**src/rtl/jap_pkg.sv**
```systemverilog
package jap_pkg;
  localparam int IR_W = 8;

  localparam logic [IR_W-1:0] OP_ADDR      = 8'h01;
  localparam logic [IR_W-1:0] OP_DATA      = 8'h02;
  localparam logic [IR_W-1:0] OP_PROGRAM   = 8'h07;
  localparam logic [IR_W-1:0] OP_VERIFY    = 8'h08;
  localparam logic [IR_W-1:0] OP_FUSE      = 8'h09;
  localparam logic [IR_W-1:0] OP_DISCHARGE = 8'h14;
  localparam logic [IR_W-1:0] OP_IDCODE    = 8'h16;
  localparam logic [IR_W-1:0] OP_PROG_DIS  = 8'h1E;
  localparam logic [IR_W-1:0] OP_PROG_EN   = 8'h28;
  localparam logic [IR_W-1:0] OP_PROG_INCR = 8'h2A;
  localparam logic [IR_W-1:0] OP_INIT_ADDR = 8'h2B;
  localparam logic [IR_W-1:0] OP_BYPASS    = 8'hFF;

  typedef enum logic [1:0] {DR_ID, DR_BYP, DR_ADDR, DR_DATA} dr_sel_e;

  typedef struct packed {
    logic col_prog;
    logic incr_prog;
    logic fuse_prog;
    logic verify;
    logic init_addr;
    logic discharge;
  } op_flags_t;
endpackage

```
**src/rtl/jap_ir_decode.sv**
```systemverilog
module jap_ir_decode
  import jap_pkg::*;
(
  input  logic            tck_i,
  input  logic            rst_ni,
  input  logic            tlr_i,
  input  logic            update_ir_i,
  input  logic [IR_W-1:0] ir_i,
  output dr_sel_e         dr_sel_o,
  output op_flags_t       flags_o,
  output logic            hiz_o,
  output logic            prog_mode_o
);
  logic [IR_W-1:0] act_q;
  logic            mode_q;

  always_ff @(posedge tck_i or negedge rst_ni) begin
    if (!rst_ni) begin
      act_q  <= OP_IDCODE;
      mode_q <= 1'b0;
    end else if (tlr_i) begin
      act_q  <= OP_IDCODE;
      mode_q <= 1'b0;
    end else if (update_ir_i) begin
      act_q <= ir_i;
      if (ir_i == OP_PROG_EN)       mode_q <= 1'b1;
      else if (ir_i == OP_PROG_DIS) mode_q <= 1'b0;
    end
  end

  always_comb begin
    dr_sel_o = DR_BYP;
    flags_o  = '0;
    hiz_o    = 1'b0;
    case (act_q)
      OP_IDCODE:    dr_sel_o = DR_ID;
      OP_ADDR:      begin dr_sel_o = DR_ADDR; hiz_o = 1'b1; end
      OP_DATA:      begin dr_sel_o = DR_DATA; hiz_o = 1'b1; end
      OP_VERIFY:    begin dr_sel_o = DR_DATA; hiz_o = 1'b1; flags_o.verify = 1'b1; end
      OP_PROGRAM:   begin hiz_o = 1'b1; flags_o.col_prog = 1'b1; end
      OP_FUSE:      begin hiz_o = 1'b1; flags_o.fuse_prog = 1'b1; end
      OP_DISCHARGE: begin hiz_o = 1'b1; flags_o.discharge = 1'b1; end
      OP_PROG_INCR: flags_o.incr_prog = 1'b1;
      OP_INIT_ADDR: flags_o.init_addr = 1'b1;
      default:      dr_sel_o = DR_BYP;
    endcase
  end

  assign prog_mode_o = mode_q;
endmodule

```
**src/rtl/jap_rti_timer.sv**
```systemverilog
module jap_rti_timer #(
  parameter int CNT_W = 2
) (
  input  logic tck_i,
  input  logic rst_ni,
  input  logic rti_i,
  input  logic update_ir_i,
  output logic first_o,
  output logic second_o
);
  localparam logic [CNT_W-1:0] CNT_MAX = '1;
  logic [CNT_W-1:0] cnt_q;

  always_ff @(posedge tck_i or negedge rst_ni) begin
    if (!rst_ni)                   cnt_q <= '0;
    else if (!rti_i || update_ir_i) cnt_q <= '0;
    else if (cnt_q != CNT_MAX)     cnt_q <= cnt_q + 1'b1;
  end

  // edge index within the stay is cnt_q + 1
  assign first_o  = rti_i && !update_ir_i && (cnt_q == CNT_W'(0));
  assign second_o = rti_i && !update_ir_i && (cnt_q == CNT_W'(1));
endmodule

```
**src/rtl/jap_dr_path.sv**
```systemverilog
module jap_dr_path
  import jap_pkg::*;
#(
  parameter int          ADDR_W  = 4,
  parameter int          DATA_W  = 32,
  parameter logic [31:0] ID_WORD = 32'h1
) (
  input  logic              tck_i,
  input  logic              rst_ni,
  input  dr_sel_e           dr_sel_i,
  input  logic              capture_i,
  input  logic              shift_i,
  input  logic              update_i,
  input  logic              tdi_i,
  input  logic              addr_clr_i,
  input  logic              addr_inc_i,
  input  logic              data_ld_i,
  input  logic [DATA_W-1:0] data_ld_val_i,
  output logic [ADDR_W-1:0] addr_o,
  output logic [DATA_W-1:0] data_o,
  output logic              tdo_o
);
  logic [31:0]       id_sr;
  logic              byp_q;
  logic [ADDR_W-1:0] addr_sr, addr_q;
  logic [DATA_W-1:0] data_q;

  always_ff @(posedge tck_i or negedge rst_ni) begin
    if (!rst_ni) id_sr <= ID_WORD;
    else if (dr_sel_i == DR_ID) begin
      if (capture_i)    id_sr <= ID_WORD;
      else if (shift_i) id_sr <= {tdi_i, id_sr[31:1]};
    end
  end

  always_ff @(posedge tck_i or negedge rst_ni) begin
    if (!rst_ni) byp_q <= 1'b0;
    else if (dr_sel_i == DR_BYP) begin
      if (capture_i)    byp_q <= 1'b0;
      else if (shift_i) byp_q <= tdi_i;
    end
  end

  always_ff @(posedge tck_i or negedge rst_ni) begin
    if (!rst_ni) addr_sr <= '0;
    else if (dr_sel_i == DR_ADDR) begin
      if (capture_i)    addr_sr <= addr_q;
      else if (shift_i) addr_sr <= {tdi_i, addr_sr[ADDR_W-1:1]};
    end
  end

  always_ff @(posedge tck_i or negedge rst_ni) begin
    if (!rst_ni)                              addr_q <= '0;
    else if (update_i && dr_sel_i == DR_ADDR) addr_q <= addr_sr;
    else if (addr_clr_i)                      addr_q <= '0;
    else if (addr_inc_i)                      addr_q <= addr_q + 1'b1;
  end

  always_ff @(posedge tck_i or negedge rst_ni) begin
    if (!rst_ni)                             data_q <= '0;
    else if (shift_i && dr_sel_i == DR_DATA) data_q <= {tdi_i, data_q[DATA_W-1:1]};
    else if (data_ld_i)                      data_q <= data_ld_val_i;
  end

  always_comb begin
    case (dr_sel_i)
      DR_ID:   tdo_o = id_sr[0];
      DR_ADDR: tdo_o = addr_sr[0];
      DR_DATA: tdo_o = data_q[0];
      default: tdo_o = byp_q;
    endcase
  end

  assign addr_o = addr_q;
  assign data_o = data_q;
endmodule

```
**src/rtl/jap_array.sv**
```systemverilog
module jap_array #(
  parameter int ADDR_W = 4,
  parameter int DATA_W = 32
) (
  input  logic              tck_i,
  input  logic              rst_ni,
  input  logic              wr_i,
  input  logic              fuse_wr_i,
  input  logic              discharge_i,
  input  logic [ADDR_W-1:0] addr_i,
  input  logic [DATA_W-1:0] wdata_i,
  output logic [DATA_W-1:0] rdata_o,
  output logic              fuse_o,
  output logic              ready_o
);
  localparam int DEPTH = 1 << ADDR_W;

  logic [DATA_W-1:0] mem_q [DEPTH];
  logic              fuse_q, ready_q;

  for (genvar g = 0; g < DEPTH; g++) begin : g_col
    always_ff @(posedge tck_i or negedge rst_ni) begin
      if (!rst_ni)                               mem_q[g] <= '0;
      else if (wr_i && addr_i == ADDR_W'(g))     mem_q[g] <= wdata_i;
    end
  end

  always_ff @(posedge tck_i or negedge rst_ni) begin
    if (!rst_ni) begin
      fuse_q  <= 1'b0;
      ready_q <= 1'b1;
    end else begin
      if (fuse_wr_i) fuse_q <= 1'b1;
      if (wr_i || fuse_wr_i) ready_q <= 1'b0;
      else if (discharge_i)  ready_q <= 1'b1;
    end
  end

  assign rdata_o = fuse_q ? '0 : mem_q[addr_i];
  assign fuse_o  = fuse_q;
  assign ready_o = ready_q;
endmodule

```
**src/rtl/jtag_array_prog.sv**
```systemverilog
module jtag_array_prog
  import jap_pkg::*;
#(
  parameter int          ADDR_W  = 4,
  parameter int          DATA_W  = 32,
  parameter logic [19:0] PART_ID = 20'h0A3C5,
  parameter logic [10:0] MFR_ID  = 11'h2B7
) (
  input  logic              tck_i,
  input  logic              rst_ni,
  input  logic              tlr_i,
  input  logic              capture_dr_i,
  input  logic              shift_dr_i,
  input  logic              update_dr_i,
  input  logic              update_ir_i,
  input  logic              rti_i,
  input  logic              tdi_i,
  input  logic [IR_W-1:0]   ir_i,
  output logic              tdo_o,
  output logic [ADDR_W-1:0] addr_o,
  output logic [DATA_W-1:0] data_o,
  output logic              fuse_o,
  output logic              wr_o,
  output logic              rd_o,
  output logic              outputs_hiz_o,
  output logic              prog_mode_o
);
  localparam logic [31:0] ID_WORD = {PART_ID, MFR_ID, 1'b1};

  dr_sel_e           dr_sel;
  op_flags_t         flags;
  logic              first_edge, second_edge;
  logic              col_wr, incr_wr, fuse_wr, rd_en;
  logic              ready;
  logic [DATA_W-1:0] rdata;

  jap_ir_decode i_decode (
    .tck_i       (tck_i),
    .rst_ni      (rst_ni),
    .tlr_i       (tlr_i),
    .update_ir_i (update_ir_i),
    .ir_i        (ir_i),
    .dr_sel_o    (dr_sel),
    .flags_o     (flags),
    .hiz_o       (outputs_hiz_o),
    .prog_mode_o (prog_mode_o)
  );

  jap_rti_timer #(.CNT_W(2)) i_timer (
    .tck_i       (tck_i),
    .rst_ni      (rst_ni),
    .rti_i       (rti_i),
    .update_ir_i (update_ir_i),
    .first_o     (first_edge),
    .second_o    (second_edge)
  );

  assign col_wr  = prog_mode_o && second_edge && flags.col_prog;
  assign incr_wr = prog_mode_o && second_edge && flags.incr_prog;
  assign fuse_wr = prog_mode_o && second_edge && flags.fuse_prog;
  assign rd_en   = first_edge && flags.verify && ready;
  assign wr_o    = col_wr || incr_wr;
  assign rd_o    = rd_en;

  jap_dr_path #(.ADDR_W(ADDR_W), .DATA_W(DATA_W), .ID_WORD(ID_WORD)) i_dr (
    .tck_i         (tck_i),
    .rst_ni        (rst_ni),
    .dr_sel_i      (dr_sel),
    .capture_i     (capture_dr_i),
    .shift_i       (shift_dr_i),
    .update_i      (update_dr_i),
    .tdi_i         (tdi_i),
    .addr_clr_i    (first_edge && flags.init_addr),
    .addr_inc_i    (incr_wr),
    .data_ld_i     (rd_en),
    .data_ld_val_i (rdata),
    .addr_o        (addr_o),
    .data_o        (data_o),
    .tdo_o         (tdo_o)
  );

  jap_array #(.ADDR_W(ADDR_W), .DATA_W(DATA_W)) i_array (
    .tck_i       (tck_i),
    .rst_ni      (rst_ni),
    .wr_i        (wr_o),
    .fuse_wr_i   (fuse_wr),
    .discharge_i (first_edge && flags.discharge),
    .addr_i      (addr_o),
    .wdata_i     (data_o),
    .rdata_o     (rdata),
    .fuse_o      (fuse_o),
    .ready_o     (ready)
  );
endmodule

```
**config.mk**
```make
export PLATFORM = sky130hd
export DESIGN_NAME = jtag_array_prog
export DESIGN_NICKNAME = d
export VERILOG_FILES = /design/src/rtl/jap_pkg.sv /design/src/rtl/jap_ir_decode.sv /design/src/rtl/jap_rti_timer.sv /design/src/rtl/jap_dr_path.sv /design/src/rtl/jap_array.sv /design/src/rtl/jtag_array_prog.sv
export SDC_FILE = /design/constraint.sdc
export NUM_CORES = 1
export LEC_CHECK = 0
export ABC_AREA = 1
export CORE_AREA = 2 2 217 219
export DETAILED_ROUTE_END_ITERATION = 7
export DIE_AREA = 0 0 219 221
export PLACE_DENSITY = 0.82
export SYNTH_ARGS = -nofsm -noshare
export SYNTH_HDL_FRONTEND = slang
export SYNTH_SLANG_ARGS = --single-unit
```
**constraint.sdc**
```tcl
create_clock -name tck_i -period 5.4 [get_ports tck_i]
set_input_delay 1.35 -clock tck_i [delete_from_list [all_inputs] [get_ports tck_i]]
set_output_delay 1.35 -clock tck_i [all_outputs]
set_load 0.05 [all_outputs]
```
# Word-level counts from Yosys, hierarchy flattened
# Cells that the tools add are included.
dict set report word_totals {
  reg_bits 598
  in_bits 17
  out_inout_bits 42
  wordCells 145
}
dict set report op_classes {
  addsub 2
  magnitude_cmp 1
  n_eq_ne 31
  n_mux 34
  n_bitwise 1
  reduce_logical 50
}
# cell n
set op_table {}
lappend op_table {{32-bit two-way mux} 7}
lappend op_table {{32-bit binary-select mux with 4-bit select} 1}
lappend op_table {{4-bit == test (second input constant)} 8}
lappend op_table {{1-bit logical AND} 29}
lappend op_table {{8-bit by 5-bit == test with 1-bit output (second input constant)} 3}
lappend op_table {{8-bit by 6-bit == test with 1-bit output (second input constant)} 3}
lappend op_table {{4-bit two-way mux} 5}
lappend op_table {{4-bit by 3-bit == test with 1-bit output (second input constant)} 4}
lappend op_table {{8-bit by 4-bit == test with 1-bit output (second input constant)} 2}
lappend op_table {{8-bit two-way mux} 2}
lappend op_table {{1-bit two-way mux} 15}
lappend op_table {{2-bit nonzero test} 5}
lappend op_table {{4-bit by 2-bit == test with 1-bit output (second input constant)} 2}
lappend op_table {{8-bit by 1-bit == test with 1-bit output (second input constant)} 1}
lappend op_table {{8-bit by 2-bit == test with 1-bit output (second input constant)} 1}
lappend op_table {{8-bit by 3-bit == test with 1-bit output (second input constant)} 1}
lappend op_table {{2-bit AND reduction} 4}
lappend op_table {{2-bit case mux with 3 select lines} 1}
lappend op_table {{3-bit nonzero test} 2}
lappend op_table {{6-bit OR reduction} 1}
lappend op_table {{5-bit >= comparator (second input constant)} 1}
lappend op_table {{4-bit inverter with 5-bit output} 1}
lappend op_table {{4-bit by 1-bit adder with 4-bit output (second input constant)} 1}
lappend op_table {{2-bit by 1-bit == test with 1-bit output (second input constant)} 2}
lappend op_table {{other kinds (11)} 17}

# Longest topological paths before layout
# Gate-level depths: netlist of run 1.
dict set report depth {
  word_depth 8
  mapped_depth 11
  mapped_depth_nobuf 10
}

# Cells and area by module
# Synthesis of run 1 repeated with hierarchy kept, for this count alone.
dict set report unflattened {
  cells_unflattened 3762
  area_unflattened_um2 27935.5
}
# mod n_inst cells_each area_per_inst_um2 seq_area_each_um2
set modules_own_cells {}
lappend modules_own_cells {jap_array 1 3242 23814.1 12863.6}
lappend modules_own_cells {jap_dr_path 1 397 3338.2 1846.8}
lappend modules_own_cells {jap_ir_decode 1 88 579.3 229.0}
lappend modules_own_cells {jap_rti_timer 1 21 151.4 50.0}
lappend modules_own_cells {jtag_array_prog 1 14 52.6 0.0}

# Worst setup path after synthesis of run 1
# Ideal clock, no wire load.
dict set report synth_path {
  path_kind {input-to-output}
  from {input port update_ir_i}
  to {output port rd_o}
  arrival_ns 2.617
  required_time_ns 4.050
  slack_ns 1.433
  cell_stages 3
  path_buffers 0
  cell_sequence {inv_2 -> nand3_1 -> nor3_1}
}
dict set report synth_between {
  elab_chain_cells 5
}
# item line
set synth_lines {}
lappend synth_lines {{from (decl)} jtag_array_prog.sv:15} ;# input logic update_ir_i,
lappend synth_lines {{1-bit logical NOT} jap_rti_timer.sv:21} ;# assign first_o = rti_i && !update_ir_i && (cnt_q == CNT_W'(0));
lappend synth_lines {{1-bit logical AND (2 in series)} jap_rti_timer.sv:21}
lappend synth_lines {{1-bit logical AND (2 in series)} jtag_array_prog.sv:61} ;# assign rd_en = first_edge && flags.verify && ready;
lappend synth_lines {{to (decl)} jtag_array_prog.sv:24} ;# output logic rd_o,
# Every way passes these cells.

# Final worst setup path of run 1
dict set report layout_path {
  from {input port update_ir_i}
  to {output port wr_o}
}
dict set report layout_between {
  elab_chain_cells 6
  word_cells_on_any_way 7
  cone_classes {reduce/logical: 7}
}
# item line
set layout_lines {}
lappend layout_lines {{1-bit logical NOT (*)} jap_rti_timer.sv:22} ;# assign second_o = rti_i && !update_ir_i && (cnt_q == CNT_W'(1));
lappend layout_lines {{1-bit logical AND (*) (2 in series)} jap_rti_timer.sv:22}
lappend layout_lines {{1-bit logical AND (*)} {jtag_array_prog.sv:58, jtag_array_prog.sv:59}}
lappend layout_lines {{1-bit logical AND (on tied branches)} {jtag_array_prog.sv:58, jtag_array_prog.sv:59}}
lappend layout_lines {{1-bit logical OR (*)} jtag_array_prog.sv:62} ;# assign wr_o = col_wr || incr_wr;
lappend layout_lines {{to (decl)} jtag_array_prog.sv:23} ;# output logic wr_o,
# Every way passes the cells marked *; elsewhere a longest branch is shown, timed or not.

==> out/results.txt, run 1 <==
grt ovf: 0
Leak: 15.6 nW
FMAX: 211 MHz
die area: 48400 um2
post-CTS setup buffers: 0
Setup-failing EPs final: 0
CP Data Required Time: 4.05 ns
Synth Warn #: 0
cts bufs inserted: 60
post-DR wirelength/cell: 16.5 um
max-cap viol count: 0
number of flops mapped to enable cells by yosys: 0
worst min path class: flop to flop
GR Util met2: 53.0%
syn_area_per_cell: 7.41 um2
share of layout cells above drive strength 1: 5.55%
clock net sink count: 598
top cells by area, synth: dfrtp_1 (49%), nand2_1 (20%), inv_1 (6.9%), o21ai_1 (5.3%), nand3_1 (4.7%)
DRC viols: 0
Layout area overhead: 7.93%
CP Max Fanout: 5
clock skew: 0.0187 ns
antenna violations before repair: 0
worst ir drop on vdd: 328 uV
CTS tree: done
Seq/Total Area, Yosys: 50.8%
GR Layer Usage met1: 43.0%
unrepaired setup endpoints after global routing: false
vias per cell: 5.50
status: completed
IO Pins: 59
CP arrival: 3.39 ns
die width: 219 um
Synth Register Bits: 598
first-pass GRT wire length: 123000 um
Routability Congestion: 0.831
CP max-delay cell: clkdlybuf4s50_1
FILL cells: 3777
HPWL after detailed placement: 37700 um
clk buf depth: 3
period utilization: 87.7%
Tot GR Track Use: 31.8%
CP dominant cell by count: nand2_1
DR vias: 24947
R2R Path End: i_array.mem_q[442]
family with the most delay on the worst path: buffers and inverters
Synth area leader: dfrtp_1
post-synth cell types: 35
Storage cell area: 15000 um2
Slew @ Worst Pin: 1.19 ns
Power Dens Cells: 284 nW/um2
top-area cell type share of the netlist area: 49.0%
Multi-input gate area: 11200 um2
commonest non-fill, non-tap cell in the layout: nand2_1
Routed Antenna Nets: 0
ant diodes: 0
Synth async-reset ratio: 100%
min cycle time layout: 4.74 ns
WHS: 0.481 ns
Starting Density: 64.1%
Worst R2R Path Depth: 7
crit start category: input pin
critical path launch point: update_ir_i
hold_buf cts: 0
clock latency on the worst-skew pair: 0.64 ns
worst setup path category: input pin to primary output
Max Transition Viols Final: 0
die span in y: 221 um
CTS-repair resized insts: 0
nets: 3910
largest net degree at the start of global routing: 118
site row count: 79
Initial DRT Pass Iterations: 6
synthesized instance count: 3984
Initial DRC Count: 2679
vias in the first global route: 23859
Fin. Hold Viols: 0
Synth Net Count: 4008
H-tree depth: 2
crit path to: wr_o
hold path cells: 2
CP bufs+invs: 4
ys flop type: dfrtp_1
GRT busiest layer: met2
Levels on crit path: 9
start of the worst register-to-register path: i_dr.addr_o[1]
clock transition at the registers of the reported paths: 0.05 ns
critical-path cell list: clkdlybuf4s50_1, inv_2, nand2_1, nor2_4, nand2_1, nor2_1, inv_1, nand2_1, clkdlybuf4s50_1
commonest non-fill, non-tap cells in the layout: nand2_1 (1597), dfrtp_1 (576), inv_1 (543), o21ai_1 (310), nand3_1 (274)
Slowest Stage Delay on Critical Path: 0.80 ns
Setup TNS: 0 ns
Core Area: 46100 um2
root buffer cell: clkbuf_16
wirelength, routed: 74900 um
Worst slew margin: 20.6%
synthesized cell area: 29500 um2
R2R Setup Slk: 2.05 ns
port bufs: 58
met3 usage: 4.82%
endpoint type of the worst setup path: primary output
## worst min path at each step
stage | start | end
global placement | i_dr.byp_q | i_dr.byp_q
detailed placement | i_array.mem_q[438] | i_array.mem_q[438]
global route | i_array.mem_q[438] | i_array.mem_q[438]
CTS | i_array.mem_q[438] | i_array.mem_q[438]
floorplan | i_dr.byp_q | i_dr.byp_q
finish | i_array.mem_q[446] | i_array.mem_q[446]
## state kept, by name, summed over array words and instances (netlist names), 2 cells and up
register	count
i_dr.id_sr	32
i_array.mem_q	512
i_dr.data_o	32
i_timer.cnt_q	2
i_dr.addr_o	4
i_decode.act_q	8
i_dr.addr_sr	4
## power breakdown
part	switching [mW]	internal (mW)
registers	0.0503	4.60
logic	0.225	0.0833
clock network	1.72	2.36
total	2.00	7.04
## per-stage QoR
stage | power, mW | setup slack (ns) | area (um2) | util, % | cells
global route | 9.32 | 0.476 | 31900 | 69.2 | 4536
floorplan | 4.87 | 1.43 | 29500 | - | 3984
CTS | 9.09 | 0.650 | 31900 | 69.2 | 4536
finish | 9.04 | 0.663 | 31900 | 69.2 | 4536
detailed placement | 5.04 | 0.654 | 30000 | 65.0 | 4431
global placement | 5.03 | 0.652 | 30000 | 65.0 | 4431
## cell usage after synthesis (2+ instances only)
| master | n |
|---|---|
| nor3_2 | 2 |
| a21oi_1 | 7 |
| nor2_4 | 2 |
| nand3_1 | 275 |
| clkinv_1 | 2 |
| clkbuf_2 | 3 |
| buf_4 | 10 |
| nor2_2 | 3 |
| o21ai_2 | 40 |
| nand4_1 | 10 |
| dfstp_2 | 20 |
| inv_2 | 10 |
| nand3_2 | 2 |
| buf_6 | 29 |
| nor2_1 | 62 |
| clkbuf_1 | 153 |
| ha_1 | 7 |
| dfrtp_1 | 578 |
| o21ai_1 | 310 |
| nand3b_1 | 3 |
| xor2_1 | 2 |
| buf_1 | 12 |
| nand2_4 | 11 |
| inv_1 | 544 |
| buf_2 | 40 |
| o21ai_0 | 235 |
| o22ai_1 | 2 |
| nand2_1 | 1603 |
## worst register-to-register path: stages (launching register included)
cell and delay (ns):
dfrtp_4 0.88, buf_4 0.71, ha_1 0.30, inv_1 0.08, nor2_1 0.22, nand2_4 0.61, nand2_1 0.32, o21ai_2 0.08
## routing by layer
metal / share of wire (%) / routed length [um] / vias up
met2: 47 / 35400 / 923
met5: 0 / 0 / -
met1: 42 / 31500 / 11808
met3: 7.7 / 5750 / 179
li1: - / - / 12037
met4: 3.1 / 2300 / 0
## area by class of cell
cell class,count,share of cell area [%]
clock buffers,93,5.51
clock inverters,12,0.456
inverters,556,6.58
multi-input cells,2582,35.3
flip-flops and latches,598,47.1
well taps,607,2.38
repair buffers,88,2.74
## cells by family (layout without fill, tap and decap cells)
group           after synthesis  count (layout)  share of synthesized area [%]
buf+inv                     804             749                           11.3
compound gates              598             598                           10.7
xor+xnor                      2               2                         0.0594
fa+ha+maj                     7               7                          0.297
flops                       598             598                           50.8
simple gates               1975            1975                           26.9
Power figures use the tool's default switching activity.
==> run 2, diff against run 1 <==
--- a/config.mk
+++ b/config.mk
@@ -6,10 +6,10 @@
 export NUM_CORES = 1
 export LEC_CHECK = 0
 export ABC_AREA = 1
-export CORE_AREA = 2 2 217 219
+export CORE_AREA = 2 2 220 222
 export DETAILED_ROUTE_END_ITERATION = 7
-export DIE_AREA = 0 0 219 221
-export PLACE_DENSITY = 0.82
+export DIE_AREA = 0 0 222 224
+export PLACE_DENSITY = 0.8
 export SYNTH_ARGS = -nofsm -noshare
 export SYNTH_HDL_FRONTEND = slang
 export SYNTH_SLANG_ARGS = --single-unit
==> constraint.sdc (replaced) <==
create_clock -name tck_i -period 5.25 [get_ports tck_i]
set_input_delay 1.3125 -clock tck_i [delete_from_list [all_inputs] [get_ports tck_i]]
set_output_delay 1.3125 -clock tck_i [all_outputs]
set_load 0.05 [all_outputs]
==> run 2 against run 1 <==
Compared with the run above:
- total power grew 5.1%
- clock skew shrank 0.0019 ns
- wire length decreased by 1.2%
- critical path depth is the same
- final cell count is 0.31% higher
- clock-buffer cell count decreased by 1
- via count shrank 0.99%
- combinational power increased by 3%
- register-to-register slack worse by 0.05 ns
- die area increased by 2.7%
- clock power up 7.8%
- worst setup slack got worse by 0.19 ns
- largest cell class unchanged
- largest power group unchanged
- highest routed layer unchanged
==> out/results.txt, run 2 (same netlist as run 1, synthesis figures left out) <==
Worst Hold End: i_dr.byp_q
max-cap viol count: 0
wirelength, routed: 74000 um
HPWL after detailed placement: 38400 um
Levels on crit path: 9
min-delay src: i_dr.byp_q
worst ir drop on vdd: 296 uV
ant diodes: 0
grt ovf: 0
period utilization: 91.0%
R2R Path End: i_array.mem_q[230]
WHS: 0.474 ns
CP max-delay cell: clkdlybuf4s50_1
clock transition at the registers of the reported paths: 0.05 ns
Routability Congestion: 0.846
root buffer cell: clkbuf_16
Layout area overhead: 8.46%
FMAX: 209 MHz
CTS tree: done
CP bufs+invs: 4
Power Dens Cells: 297 nW/um2
power share of the clock group: 46.3%
CTS-repair resized insts: 0
largest net degree at the start of global routing: 102
family with the most delay on the worst path: buffers and inverters
clock skew: 0.0168 ns
Leak: 15.7 nW
CP Max Fanout: 5
critical-path cell list: clkdlybuf4s50_1, inv_2, nand2_1, nor2_4, nand2_1, nor2_1, inv_1, nand2_1, clkdlybuf4s50_1
share of layout cells above drive strength 1: 5.84%
start of the worst register-to-register path: i_dr.addr_o[0]
Worst slew margin: 25.9%
sequential power share: 50.3%
H-tree depth: 2
Worst R2R Path Depth: 8
Switching Fraction: 22.0%
nets: 3915
DR vias: 24700
Internal Pwr Total: 7.41 mW
antenna violations before repair: 0
die area: 49700 um2
crit start category: input pin
max FFs per register: 512
post-CTS setup buffers: 0
DRC viols: 0
Max Transition Viols Final: 0
Routed Antenna Nets: 0
die width: 222 um
Gate power share: 3.3%
die span in y: 224 um
Initial DRC Count: 2365
Slowest Stage Delay on Critical Path: 0.82 ns
worst setup path category: input pin to primary output
Net Sw Power: 2.09 mW
min cycle time layout: 4.78 ns
Slew @ Worst Pin: 1.11 ns
Initial DRT Pass Iterations: 6
worst min path class: flop to flop
post-DR wirelength/cell: 16.3 um
CP arrival: 3.47 ns
CP Data Required Time: 3.94 ns
clock net sink count: 598
commonest non-fill, non-tap cell in the layout: nand2_1
Tot GR Track Use: 30.7%
FILL cells: 3873
status: completed
Top reg by flops: i_array.mem_q
Fin. Hold Viols: 0
Setup TNS: 0 ns
Core Area: 47300 um2
R2R Setup Slk: 2.00 ns
unrepaired setup endpoints after global routing: false
vias per cell: 5.43
site row count: 80
clk buf depth: 3
first-pass GRT wire length: 123000 um
Setup-failing EPs final: 0
CP dominant cell by count: nand2_1
cts bufs inserted: 61
Starting Density: 62.3%
critical path launch point: update_ir_i
vias in the first global route: 23617
clock latency on the worst-skew pair: 0.64 ns
endpoint type of the worst setup path: primary output
commonest non-fill, non-tap cells in the layout: nand2_1 (1597), dfrtp_1 (576), inv_1 (543), o21ai_1 (310), nand3_1 (274)
hold_buf cts: 0
port bufs: 58
hold path cells: 2
IO Pins: 59
run 2: worst max path at each step:
| stage | slack [ns] | to |
|---|---|---|
| floorplan | 1.36 | rd_o |
| global placement | 0.55 | wr_o |
| detailed placement | 0.51 | wr_o |
| CTS | 0.50 | wr_o |
| global route | 0.38 | wr_o |
| finish | 0.47 | wr_o |
run 2: power groups by stage:
stage	registers [mW]	clock network (mW)	logic, mW
after floorplan	4.85	0	0.153
after global placement	4.86	0	0.315
after detailed placement	4.86	0	0.323
after CTS	4.78	4.45	0.326
after global routing	4.79	4.63	0.367
final	4.78	4.40	0.318
run 2: tightest hold or removal path, stage by stage (launching register included):
cell     delay, ns
dfrtp_1       0.34
nand2_1       0.05
nand2_1       0.05
run 2: final cells by class:
cell class	count	area, um2	area share [%]
sequential	598	15000	46.8
multi-input combinational	2582	11200	35.1
inverter	556	2100	6.55
clock inverter	15	226	0.707
clock buffer	92	1800	5.63
timing repair buffer	92	891	2.78
tap	615	769	2.40
run 2: metal layers:
metal,up-vias,routed length (um),track usage (%)
li1,12011,-,-
met5,-,0,0
met4,0,2810,12.7
met1,11607,31200,40.8
met2,886,34600,51.0
met3,196,5430,4.26
run 2: per-stage QoR:
stage / power, mW / worst slack [ns] / area (um2) / std cells / utilization, %
6_report: 9.50 / 0.470 / 32000 / 4550 / 67.6
5_1_grt: 9.79 / 0.377 / 32000 / 4550 / 67.6
2_1_floorplan: 5.01 / 1.36 / 29500 / 3984 / -
3_3_place_gp: 5.17 / 0.547 / 30000 / 4443 / 63.3
4_1_cts: 9.56 / 0.502 / 32000 / 4550 / 67.6
3_5_place_dp: 5.18 / 0.508 / 30000 / 4443 / 63.3
